--- config.mk ---
export PLATFORM = sky130hd
export DESIGN_NAME = lockin_sequencer
export DESIGN_NICKNAME = d
export VERILOG_FILES = /design/src/rtl/lis_pkg.sv /design/src/rtl/lis_prescaler.sv /design/src/rtl/lis_sync.sv /design/src/rtl/lis_ramp_counter.sv /design/src/rtl/lis_driver.sv /design/src/rtl/lockin_sequencer.sv
export SDC_FILE = /design/constraint.sdc
export NUM_CORES = 1
export LEC_CHECK = 0
export ABC_AREA = 0
export CAP_MARGIN = 20
export CELL_PAD_IN_SITES_DETAIL_PLACEMENT = 0
export CELL_PAD_IN_SITES_GLOBAL_PLACEMENT = 1
export CORE_ASPECT_RATIO = 0.6
export CORE_MARGIN = 2
export CORE_UTILIZATION = 40
export DETAILED_ROUTE_END_ITERATION = 16
export GPL_ROUTABILITY_DRIVEN = 1
export GPL_TIMING_DRIVEN = 0
export HOLD_SLACK_MARGIN = 0.08
export PLACE_DENSITY_LB_ADDON = 0.1
export SYNTH_ARGS = -nofsm -noshare
export SYNTH_HDL_FRONTEND = slang
export SYNTH_SLANG_ARGS = --single-unit
--- constraint.sdc ---
create_clock -name clk -period 1.9 [get_ports clk]
set_clock_uncertainty 0.15 [all_clocks]
set_input_delay 0.38 -clock clk [delete_from_list [all_inputs] [get_ports clk]]
set_output_delay 0.38 -clock clk [all_outputs]
set_load 0.02 [all_outputs]
--- src/rtl/lis_pkg.sv ---
// Shared types for the lock-in sequencer.
// Assumes: one drive request is active at a time.
package lis_pkg;
    typedef enum logic [2:0] {
        DRV_OFF   = 3'd0,
        DRV_PA    = 3'd1,
        DRV_PB    = 3'd2,
        DRV_DIS   = 3'd3,
        DRV_CLAMP = 3'd4
    } drive_e;

    typedef enum logic [1:0] {
        ST_CLAMP = 2'd0,
        ST_CHOP  = 2'd1,
        ST_CONV  = 2'd2
    } seq_e;
endpackage

--- src/rtl/lis_prescaler.sv ---
// Two-level prescaler: a conversion step every CONV_DIV clocks and a slot
// tick every TICK_SUBDIV steps. Both are single-clock enables.
// Assumes: CONV_DIV >= 1, TICK_SUBDIV >= 2.
module lis_prescaler #(
    parameter int CONV_DIV    = 10,
    parameter int TICK_SUBDIV = 200
) (
    input  logic clk,
    input  logic rst_n,
    output logic conv_tick,
    output logic main_tick
);
    localparam int DIV_W = (CONV_DIV > 1) ? $clog2(CONV_DIV) : 1;
    localparam int SUB_W = $clog2(TICK_SUBDIV);
    localparam logic [DIV_W-1:0] DIV_LAST = DIV_W'(CONV_DIV - 1);
    localparam logic [SUB_W-1:0] SUB_LAST = SUB_W'(TICK_SUBDIV - 1);

    logic [DIV_W-1:0] div_q;
    logic [SUB_W-1:0] sub_q;

    assign conv_tick = (div_q == DIV_LAST);
    assign main_tick = conv_tick && (sub_q == SUB_LAST);

    // Advance the clock divider and the step counter.
    always_ff @(posedge clk) begin
        if (!rst_n) begin
            div_q <= '0;
            sub_q <= '0;
        end else begin
            div_q <= conv_tick ? '0 : div_q + 1'b1;
            if (conv_tick)
                sub_q <= (sub_q == SUB_LAST) ? '0 : sub_q + 1'b1;
        end
    end
endmodule

--- src/rtl/lis_sync.sv ---
// Brings the asynchronous comparator into the clock domain through STAGES
// flops and flags a change of the synchronized level.
// Assumes: STAGES >= 2.
module lis_sync #(
    parameter int STAGES = 2
) (
    input  logic clk,
    input  logic rst_n,
    input  logic async_i,
    output logic edge_o
);
    logic [STAGES-1:0] pipe_q;
    logic              last_q;

    // Shift the input through the synchronizer chain.
    always_ff @(posedge clk) begin
        if (!rst_n) pipe_q <= '0;
        else        pipe_q <= {pipe_q[STAGES-2:0], async_i};
    end

    // Remember the previous synchronized level.
    always_ff @(posedge clk) begin
        if (!rst_n) last_q <= 1'b0;
        else        last_q <= pipe_q[STAGES-1];
    end

    assign edge_o = pipe_q[STAGES-1] ^ last_q;
endmodule

--- src/rtl/lis_ramp_counter.sv ---
// Single-slope timer: cleared and armed by start, counts conversion steps,
// stops on a comparator edge (priority) or at the all-ones cap.
// Assumes: start arrives only while idle.
module lis_ramp_counter #(
    parameter int RES_W = 7
) (
    input  logic             clk,
    input  logic             rst_n,
    input  logic             start,
    input  logic             conv_tick,
    input  logic             cmp_edge,
    output logic [RES_W-1:0] count,
    output logic             running
);
    localparam logic [RES_W-1:0] CAP = '1;

    // Arm, count and stop the ramp measurement.
    always_ff @(posedge clk) begin
        if (!rst_n) begin
            count   <= '0;
            running <= 1'b0;
        end else if (start) begin
            count   <= '0;
            running <= 1'b1;
        end else if (running) begin
            if (cmp_edge)
                running <= 1'b0;
            else if (conv_tick) begin
                if (count == CAP) running <= 1'b0;
                else              count   <= count + 1'b1;
            end
        end
    end

    assert_edge_stops_R4: assert property (@(posedge clk) disable iff (!rst_n)
        (running && cmp_edge && !start) |=> (!running && $stable(count)));

    assert_cap_stops_R5: assert property (@(posedge clk) disable iff (!rst_n)
        (running && !cmp_edge && conv_tick && count == CAP && !start)
        |=> (!running && count == CAP));
endmodule

--- src/rtl/lis_driver.sv ---
// Registered output stage: turns a drive request into the four switch
// enables. Any change of request gives one all-off clock first.
// Assumes: requests come from registered state.
module lis_driver
    import lis_pkg::*;
(
    input  logic   clk,
    input  logic   rst_n,
    input  drive_e req,
    input  logic   burst_en,
    output logic   phase_a_o,
    output logic   phase_b_o,
    output logic   discharge_o,
    output logic   clamp_o,
    output logic   test_o
);
    drive_e prev_q;
    logic   steady;

    assign steady = (req == prev_q);

    // Register the enables, with a gap clock on every change of request.
    always_ff @(posedge clk) begin
        if (!rst_n) begin
            prev_q      <= DRV_CLAMP;
            phase_a_o   <= 1'b0;
            phase_b_o   <= 1'b0;
            discharge_o <= 1'b0;
            clamp_o     <= 1'b1;
            test_o      <= 1'b0;
        end else begin
            prev_q      <= req;
            phase_a_o   <= steady && (req == DRV_PA);
            phase_b_o   <= steady && (req == DRV_PB);
            discharge_o <= steady && (req == DRV_DIS);
            clamp_o     <= steady && (req == DRV_CLAMP);
            test_o      <= steady && (req == DRV_PA) && burst_en;
        end
    end

    assert_exclusive_R1: assert property (@(posedge clk) disable iff (!rst_n)
        $onehot0({phase_a_o, phase_b_o, discharge_o, clamp_o}));

    assert_gap_R1: assert property (@(posedge clk) disable iff (!rst_n)
        ($past({phase_a_o, phase_b_o, discharge_o, clamp_o}) != 4'b0 &&
         {phase_a_o, phase_b_o, discharge_o, clamp_o} != 4'b0)
        |-> $stable({phase_a_o, phase_b_o, discharge_o, clamp_o}));
endmodule

--- src/rtl/lockin_sequencer.sv ---
// Lock-in detector sequencer: chops for INTEG_CYCLES periods, runs one
// single-slope conversion slot, publishes the result and clamps for
// CLAMP_TICKS slots. The reset state is clamp.
// Assumes: a capped conversion fits inside one slot
// (2^RES_W * CONV_DIV < TICK_SUBDIV * CONV_DIV).
module lockin_sequencer
    import lis_pkg::*;
#(
    parameter int CONV_DIV       = 10,
    parameter int TICK_SUBDIV    = 200,
    parameter int TICKS_PER_HALF = 2,
    parameter int INTEG_CYCLES   = 999,
    parameter int CLAMP_TICKS    = 4,
    parameter int RES_W          = 7,
    parameter int LED_LEVEL      = 64,
    parameter int SYNC_STAGES    = 2
) (
    input  logic             clk,
    input  logic             rst_n,
    input  logic             cmp_i,
    output logic             phase_a_o,
    output logic             phase_b_o,
    output logic             discharge_o,
    output logic             clamp_o,
    output logic [RES_W-1:0] result_o,
    output logic             result_valid_o,
    output logic             led_o,
    output logic             test_o
);
    localparam int TPC   = 2 * TICKS_PER_HALF;
    localparam int TPC_W = (TPC > 1) ? $clog2(TPC) : 1;
    localparam int CYC_W = $clog2(INTEG_CYCLES + 1);
    localparam int CLP_W = $clog2(CLAMP_TICKS + 1);
    localparam logic [TPC_W-1:0] TPC_LAST  = TPC_W'(TPC - 1);
    localparam logic [TPC_W-1:0] HALF_MARK = TPC_W'(TICKS_PER_HALF);
    localparam logic [CYC_W-1:0] CYC_LAST  = CYC_W'(INTEG_CYCLES - 1);
    localparam logic [CLP_W-1:0] CLP_LAST  = CLP_W'(CLAMP_TICKS - 1);
    localparam logic [RES_W-1:0] LED_THR   = RES_W'(LED_LEVEL);

    logic             conv_tick, main_tick, cmp_edge, conv_start, running;
    logic [RES_W-1:0] count;
    seq_e             state_q;
    logic [TPC_W-1:0] tick_in_q;
    logic [CYC_W-1:0] cyc_q;
    logic [CLP_W-1:0] clp_q;
    logic             burst_q;
    drive_e           req;

    lis_prescaler #(.CONV_DIV(CONV_DIV), .TICK_SUBDIV(TICK_SUBDIV)) u_presc (
        .clk(clk), .rst_n(rst_n), .conv_tick(conv_tick), .main_tick(main_tick));

    lis_sync #(.STAGES(SYNC_STAGES)) u_sync (
        .clk(clk), .rst_n(rst_n), .async_i(cmp_i), .edge_o(cmp_edge));

    lis_ramp_counter #(.RES_W(RES_W)) u_ramp (
        .clk(clk), .rst_n(rst_n), .start(conv_start), .conv_tick(conv_tick),
        .cmp_edge(cmp_edge), .count(count), .running(running));

    assign conv_start = main_tick && (state_q == ST_CHOP) &&
                        (tick_in_q == TPC_LAST) && (cyc_q == CYC_LAST);

    // Step the clamp / chop / convert sequence on slot ticks.
    always_ff @(posedge clk) begin
        if (!rst_n) begin
            state_q        <= ST_CLAMP;
            tick_in_q      <= '0;
            cyc_q          <= '0;
            clp_q          <= '0;
            burst_q        <= 1'b0;
            result_o       <= '0;
            result_valid_o <= 1'b0;
            led_o          <= 1'b0;
        end else begin
            result_valid_o <= 1'b0;
            if (main_tick) begin
                unique case (state_q)
                    ST_CLAMP: begin
                        if (clp_q == CLP_LAST) begin
                            clp_q     <= '0;
                            tick_in_q <= '0;
                            cyc_q     <= '0;
                            burst_q   <= ~burst_q;
                            state_q   <= ST_CHOP;
                        end else begin
                            clp_q <= clp_q + 1'b1;
                        end
                    end
                    ST_CHOP: begin
                        if (tick_in_q == TPC_LAST) begin
                            tick_in_q <= '0;
                            if (cyc_q == CYC_LAST) begin
                                cyc_q   <= '0;
                                state_q <= ST_CONV;
                            end else begin
                                cyc_q <= cyc_q + 1'b1;
                            end
                        end else begin
                            tick_in_q <= tick_in_q + 1'b1;
                        end
                    end
                    ST_CONV: begin
                        state_q        <= ST_CLAMP;
                        result_o       <= count;
                        result_valid_o <= 1'b1;
                        led_o          <= (count > LED_THR);
                    end
                    default: state_q <= ST_CLAMP;
                endcase
            end
        end
    end

    // Pick the switch that the current state asks for.
    always_comb begin
        unique case (state_q)
            ST_CHOP: req = (tick_in_q < HALF_MARK) ? DRV_PA : DRV_PB;
            ST_CONV: req = running ? DRV_DIS : DRV_OFF;
            default: req = DRV_CLAMP;
        endcase
    end

    lis_driver u_drv (
        .clk(clk), .rst_n(rst_n), .req(req), .burst_en(burst_q),
        .phase_a_o(phase_a_o), .phase_b_o(phase_b_o),
        .discharge_o(discharge_o), .clamp_o(clamp_o), .test_o(test_o));

    assert_valid_single_R7: assert property (@(posedge clk) disable iff (!rst_n)
        result_valid_o |=> !result_valid_o);

    assert_result_hold_R7: assert property (@(posedge clk) disable iff (!rst_n)
        !result_valid_o |-> $stable(result_o));

    assert_led_hold_R8: assert property (@(posedge clk) disable iff (!rst_n)
        !$stable(led_o) |-> result_valid_o);

    assert_test_follows_a_R9: assert property (@(posedge clk) disable iff (!rst_n)
        test_o |-> phase_a_o);

    assert_no_phase_in_conv_R3: assert property (@(posedge clk) disable iff (!rst_n)
        (state_q == ST_CONV && $past(state_q) == ST_CONV) |-> !(phase_a_o || phase_b_o));
endmodule

# Yosys cells after proc, flatten, opt, wreduce, memory -nomap -nowiden
# Cells that the tools add are included.
[classes]
add_sub_neg = 6
n_lt_le_gt_ge = 2
eq_ne = 16
mux = 22
n_bitwise = 5
reduce_logical = 21
[ops]
columns = ["cell", "n"]
rows = [
  ["10-bit 2-to-1 mux", 3],
  ["10-bit one-hot mux with 2 select lines", 1],
  ["2-bit 2-to-1 mux", 7],
  ["4-bit AND reduction", 3],
  ["10-bit by 1-bit adder with 10-bit output (second input constant)", 1],
  ["10-bit == test (second input constant)", 1],
  ["3-bit by 2-bit == test with 1-bit output (second input constant)", 3],
  ["1-bit logical AND", 9],
  ["8-bit by 1-bit adder with 8-bit output (second input constant)", 1],
  ["8-bit == test (second input constant)", 1],
  ["8-bit 2-to-1 mux", 1],
  ["2-bit one-hot mux with 2 select lines", 2],
  ["7-bit by 1-bit adder with 7-bit output (second input constant)", 1],
  ["7-bit == test (second input constant)", 1],
  ["7-bit greater-than comparator (second input constant)", 1],
  ["1-bit 2-to-1 mux", 6],
  ["3-bit one-hot mux with 2 select lines", 1],
  ["2-bit AND reduction", 3],
  ["3-bit AND reduction", 2],
  ["4-bit by 1-bit adder with 4-bit output (second input constant)", 1],
  ["2-bit == test (second input constant)", 2],
  ["4-bit == test (second input constant)", 1],
  ["2-bit by 1-bit inequality test with 1-bit output (second input constant)", 2],
  ["1-bit NOT", 4],
  ["13 further kinds", 14],
]
[totals]
ff_bits = 58

# Depth between registers and ports, before layout
[logic_depth]
depth_word = 6
ltp_mapped = 9

# By module
# A second synthesis with hierarchy kept.
[unflattened]
cells_unflattened = 299
area_unflattened_um2 = 2665.1
[modules_own_cells]
columns = ["mod", "n_inst", "cells_each", "area_per_inst_um2", "seq_area_each_um2"]
rows = [
  ["lockin_sequencer", 1, 165, 1340.0, 540.5],
  ["lis_prescaler", 1, 62, 594.3, 240.2],
  ["lis_ramp_counter", 1, 43, 384.1, 160.2],
  ["lis_driver", 1, 22, 257.7, 160.2],
  ["lis_sync", 1, 7, 88.8, 60.1],
]

# Least setup slack after synthesis
# Ideal clock, no wire load.
[synth_timing]
path_kind = "reg2reg"
start = "register state_q[1]"
end = "register cyc_q[8]"
setup_ns = 0.138
arrival_time_ns = 1.717
required_ns = 1.612
slack_ns = -0.106
stages_incl_launch_ff = 10
period_less_slack_ns = 2.006
path_cell_list = "dfxtp_1 inv_1 ha_1 buf_2 nor2b_1 o22ai_1 clkbuf_1 clkbuf_1 o41ai_1 a21oi_1"
[synth_between]
elab_chain_cells = 3
word_cells_on_any_way = 7
classes_between = "eq/ne (3); mux (1); reduce/logical (3)"
[synth_rtl]
columns = ["element", "line", "source"]
rows = [
  ["start, declared", "lockin_sequencer.sv:42", "seq_e state_q;"],
  ["start signal, assigned", "lockin_sequencer.sv:65", "state_q <= ST_CLAMP;"],
  ["start signal, assigned", "lockin_sequencer.sv:83", "state_q <= ST_CHOP;"],
  ["start signal, assigned", "lockin_sequencer.sv:93", "state_q <= ST_CONV;"],
  ["2-bit by 1-bit == test with 1-bit output / 2-bit zero test (equally long branches)", "lockin_sequencer.sv:76", "unique case (state_q)"],
  ["2-bit by 1-bit inequality test with 1-bit output (no source line), or another cell as far along", "n/a", ""],
  ["4-bit AND reduction (no source line)", "n/a", ""],
  ["end signal, assigned", "lockin_sequencer.sv:95", "cyc_q <= cyc_q + 1'b1;"],
  ["end, declared", "lockin_sequencer.sv:44", "logic [CYC_W-1:0] cyc_q;"],
]
# Parallel ways exist; a longest one is shown, timed or not.
# A chain may end at the register's enable or synchronous reset.

# Final worst setup path
[layout_timing]
start = "register state_q[0]"
end = "register tick_in_q[0]"
[layout_between]
elab_chain_cells = 3
word_cells_on_any_way = 6
classes_between = "eq/ne (2); mux (1); reduce/logical (3)"
[layout_rtl]
columns = ["element", "line", "source"]
rows = [
  ["2-bit by 1-bit == test with 1-bit output / 2-bit zero test (equally long branches)", "lockin_sequencer.sv:76", ""],
  ["2-bit nonzero test (no source line) / 2-bit inequality test (equally long branches)", "n/a", ""],
  ["3-bit AND reduction (no source line)", "n/a", ""],
  ["end signal, assigned", "lockin_sequencer.sv:98", "tick_in_q <= tick_in_q + 1'b1;"],
  ["end, declared", "lockin_sequencer.sv:43", "logic [TPC_W-1:0] tick_in_q;"],
]
# Parallel ways exist; a longest one is shown, timed or not.

==> results.yml <==
status:
  run_status: "finished with violations"
  failed_checks: "negative setup slack"
synthesis:
  async_flop_share: 0
  synthFlopType: "dfxtp_1"
  synthesis.area_mm2: 0.002663
  synth_enable_flop_cells: 0
  ys_ff_latch: 58
  syn_inst: 301
  synthTopCellsByArea: "dfxtp_1, ha_1, a21oi_1"
  yosys.area.top_type_share: 0.4361
  syn_avg_cell_area_um2: 8.846
  synthesis.nets: 317
  yosys.area.top_type: "dfxtp_1"
  yosysUniqueCellTypes: 49
  ys_seq_area_frac: 0.4361
  synth_warnings: 0
global_route:
  grt_start_max_net_pins: 11
  antenna_found_initial: 0
  grt_pass1_vias: 2299
  track_usage: 0.1986
  grt.overflow.total: 0
  grt_pass1_wl_um: 11030
min_path:
  hold_class: "register to register"
  whs_path_depth: 2
detailed_routing:
  via_count: 2384
  drc: 0
  first_pass_iters: 5
  viasPerCell: 5.333
  wl_per_cell_um: 14.66
  final_antenna_net_count: 0
  drt_iter0_markers: 111
  wl_um: 6551
power_and_ir_drop:
  clkPwrFrac: 0.419
  irDropWorstVdd_mv: 0.4277
  pwr-share-comb: 0.029
  power_frac_seq: 0.552
  powerDensity_mw_per_mm2: 613.0
  switching_share: 0.2337
  p_switching_uw: 520.8
  intPower_mw: 1.708
  p_leak_nw: 1.214
  power_mw: 2.229
sta:
  min_period_ns: 1.983
  rsz0062_at_grt: "yes"
  relSlewSlack: 0.6288
  fmax_ghz: 0.5043
  hold_viol: 0
  report.final.setup_viol: 10
  worstMarginPinSlew_ns: 0.5569
  slew_viol_final: 0
  finalCritPeriodShare: 1.044
  fin_ws_ns: -0.08291
cts:
  cts_max_level: 3
  path_clk_slew_ns: 0.06
  cts_buffers: 9
  insertion_delay_ns: 0.35
  cts_tree: "done"
  clockBufferDepth: 2
  cts_sinks: 58
  cts_root_buf: "clkbuf_8"
floorplanning:
  ios: 17
  initial_utilization: 0.4242
  dieArea_mm2: 0.007346
  die_w_um: 109.3
  num_rows: 22
  die_y_um: 67.20
  core_mm2: 0.006276
place:
  place_area_mm2: 0.002944
  hpwl_um: 4174
  gp_congestion: 0.8047
  io_buffers: 16
setup_path:
  path_cells: "inv_4 -> ha_4 -> and3b_2 -> buf_6 -> o2111ai_4 -> or4_4 -> a21oi_2"
  cp_slowest_cell: "or4_4"
  cp-start-kind: "register"
  arrival_ns: 2.10
  crit_path_max_incr_delay_ns: 0.56
  endpoint_kind: "register"
  r2r_cells: 7
  criticalPathCategory: "register to register"
  cp_max_fo: 4
  worstPathRequired_ns: 2.02
run:
  cap_violations: 0
cells_and_area:
  antenna_cells: 0
  area_growth_pct: 36.56
  drive_above_1_share: 0.2755
  final_area_mm2: 0.003636
  nNetsFinal: 375
cells in the mapped netlist, types with 3 or more instances:
master and n:
clkbuf_1 7, nand3_1 18, or4_1 9, o41ai_1 4
buf_2 3, o31ai_1 11, xnor2_1 7, nor3_1 6
and3_1 3, and2_1 6, dfxtp_1 58, o211ai_1 3
nand4_1 13, xor2_1 3, nand2_1 32, a21oi_1 32
or3_1 4, inv_1 12, ha_1 13, o21ai_0 3
nor2_1 16
layer usage:
metal | wire, µm | up-vias | global-route usage | part of all wire
li1 | - | 1218 | - | -
met1 | 3525 | 1115 | 0.2743 | 0.54
met2 | 2655 | 43 | 0.2840 | 0.41
met3 | 275 | 8 | 0.06660 | 0.042
met4 | 94 | 0 | 0.08070 | 0.014
met5 | 0 | - | 0 | 0
repair_timing:
| item | CTS | global route |
|---|---|---|
| hold buffers | 0 | 0 |
| setup buffers | 19 | 12 |
| setup endpoints to repair | 30 | 31 |
| gates resized for setup | 35 | 29 |
| cloned | 1 | 0 |
| pin swaps | 8 | 14 |
layout make-up:
type | count | area (µm²)
buffer | 12 | 108.9
inverter | 12 | 50.05
multi-input combinational | 218 | 1615
clock inverter | 4 | 20.02
tap | 84 | 105.1
timing repair buffer | 48 | 430.4
clock buffer | 11 | 131.4
fill | 562 | 2640
sequential | 58 | 1175
sequential cells by signal (all words and copies together) (netlist names), 2 cells and up:
register       cells
clp_q              3
cyc_q             10
result_o           7
state_q            2
tick_in_q          2
u_drv.prev_q       3
u_presc.div_q      4
u_presc.sub_q      8
u_ramp.count       7
u_sync.pipe_q      2
power groups by stage:
stage	logic, mW	registers [mW]	clock network [mW]
2_1_floorplan	0.0310	1.26	0
4_1_cts	0.0511	1.23	0.960
3_5_place_dp	0.0477	1.26	0
6_report	0.0652	1.23	0.933
5_1_grt	0.0734	1.23	1.02
3_3_place_gp	0.0484	1.26	0
placed cells by master (no fill, tap or decap), types with 3 or more instances in the layout:
| cell | Yosys | final |
|---|---|---|
| or4_1 | 9 | 5 |
| clkbuf_1 | 7 | 6 |
| inv_1 | 12 | 9 |
| clkinv_2 | 0 | 4 |
| nor2_1 | 16 | 15 |
| clkbuf_8 | 0 | 9 |
| or4_4 | 0 | 4 |
| a21oi_1 | 32 | 28 |
| buf_6 | 1 | 7 |
| or3_1 | 4 | 4 |
| ha_1 | 13 | 7 |
| clkdlybuf4s50_1 | 0 | 16 |
| o211ai_1 | 3 | 3 |
| dfxtp_1 | 58 | 51 |
| nor3_1 | 6 | 5 |
| xnor2_1 | 7 | 7 |
| nand3_1 | 18 | 18 |
| buf_4 | 2 | 27 |
| nand4_1 | 13 | 13 |
| and2_1 | 6 | 6 |
| dfxtp_2 | 0 | 5 |
| ha_4 | 0 | 5 |
| nand2_1 | 32 | 32 |
| a21oi_2 | 0 | 4 |
| o41ai_1 | 4 | 3 |
| xor2_1 | 3 | 3 |
| o31ai_1 | 11 | 10 |
critical path, delay by kind of cell (launching register included):
family / cells / cell delay (ns)
flops: 1 / 0.37
simple gates: 2 / 0.79
compound gates: 2 / 0.26
buf+inv: 2 / 0.18
fa+ha+maj: 1 / 0.16
path summary, 6_finish.rpt:
kind | startpoint | to | slack (ns)
setup / recovery | state_q[0] | tick_in_q[0] | -0.08
hold / removal | result_o[5] | result_o[5] | 0.31
setup reg to reg | state_q[0] | tick_in_q[0] | -0.08
hold reg to reg | result_o[5] | result_o[5] | 0.31
metrics by stage:
stage	TNS, ns	setup slack [ns]	instances	util	hold slack (ns)
after floorplan	0	0.0002122	301	-	0.2551
after global placement	-5.238	-0.3146	401	0.4691	0.2809
after detailed placement	-5.387	-0.3303	401	0.4691	0.2869
after CTS	-0.3329	-0.05444	436	0.5474	0.3003
after global routing	-1.333	-0.1541	447	0.5793	0.3135
final	-0.2712	-0.08291	447	0.5793	0.3052
cells by family (layout without fill, tap and decap cells):
kind of cell / count (synthesis) / after routing / synth area share
buf+inv: 25 / 87 / 0.04229
flops: 58 / 58 / 0.4361
simple gates: 129 / 129 / 0.2707
compound gates: 66 / 66 / 0.1570
xor+xnor: 10 / 10 / 0.03290
fa+ha+maj: 13 / 13 / 0.06109
Note: power is estimated with default switching activity, not from simulation.
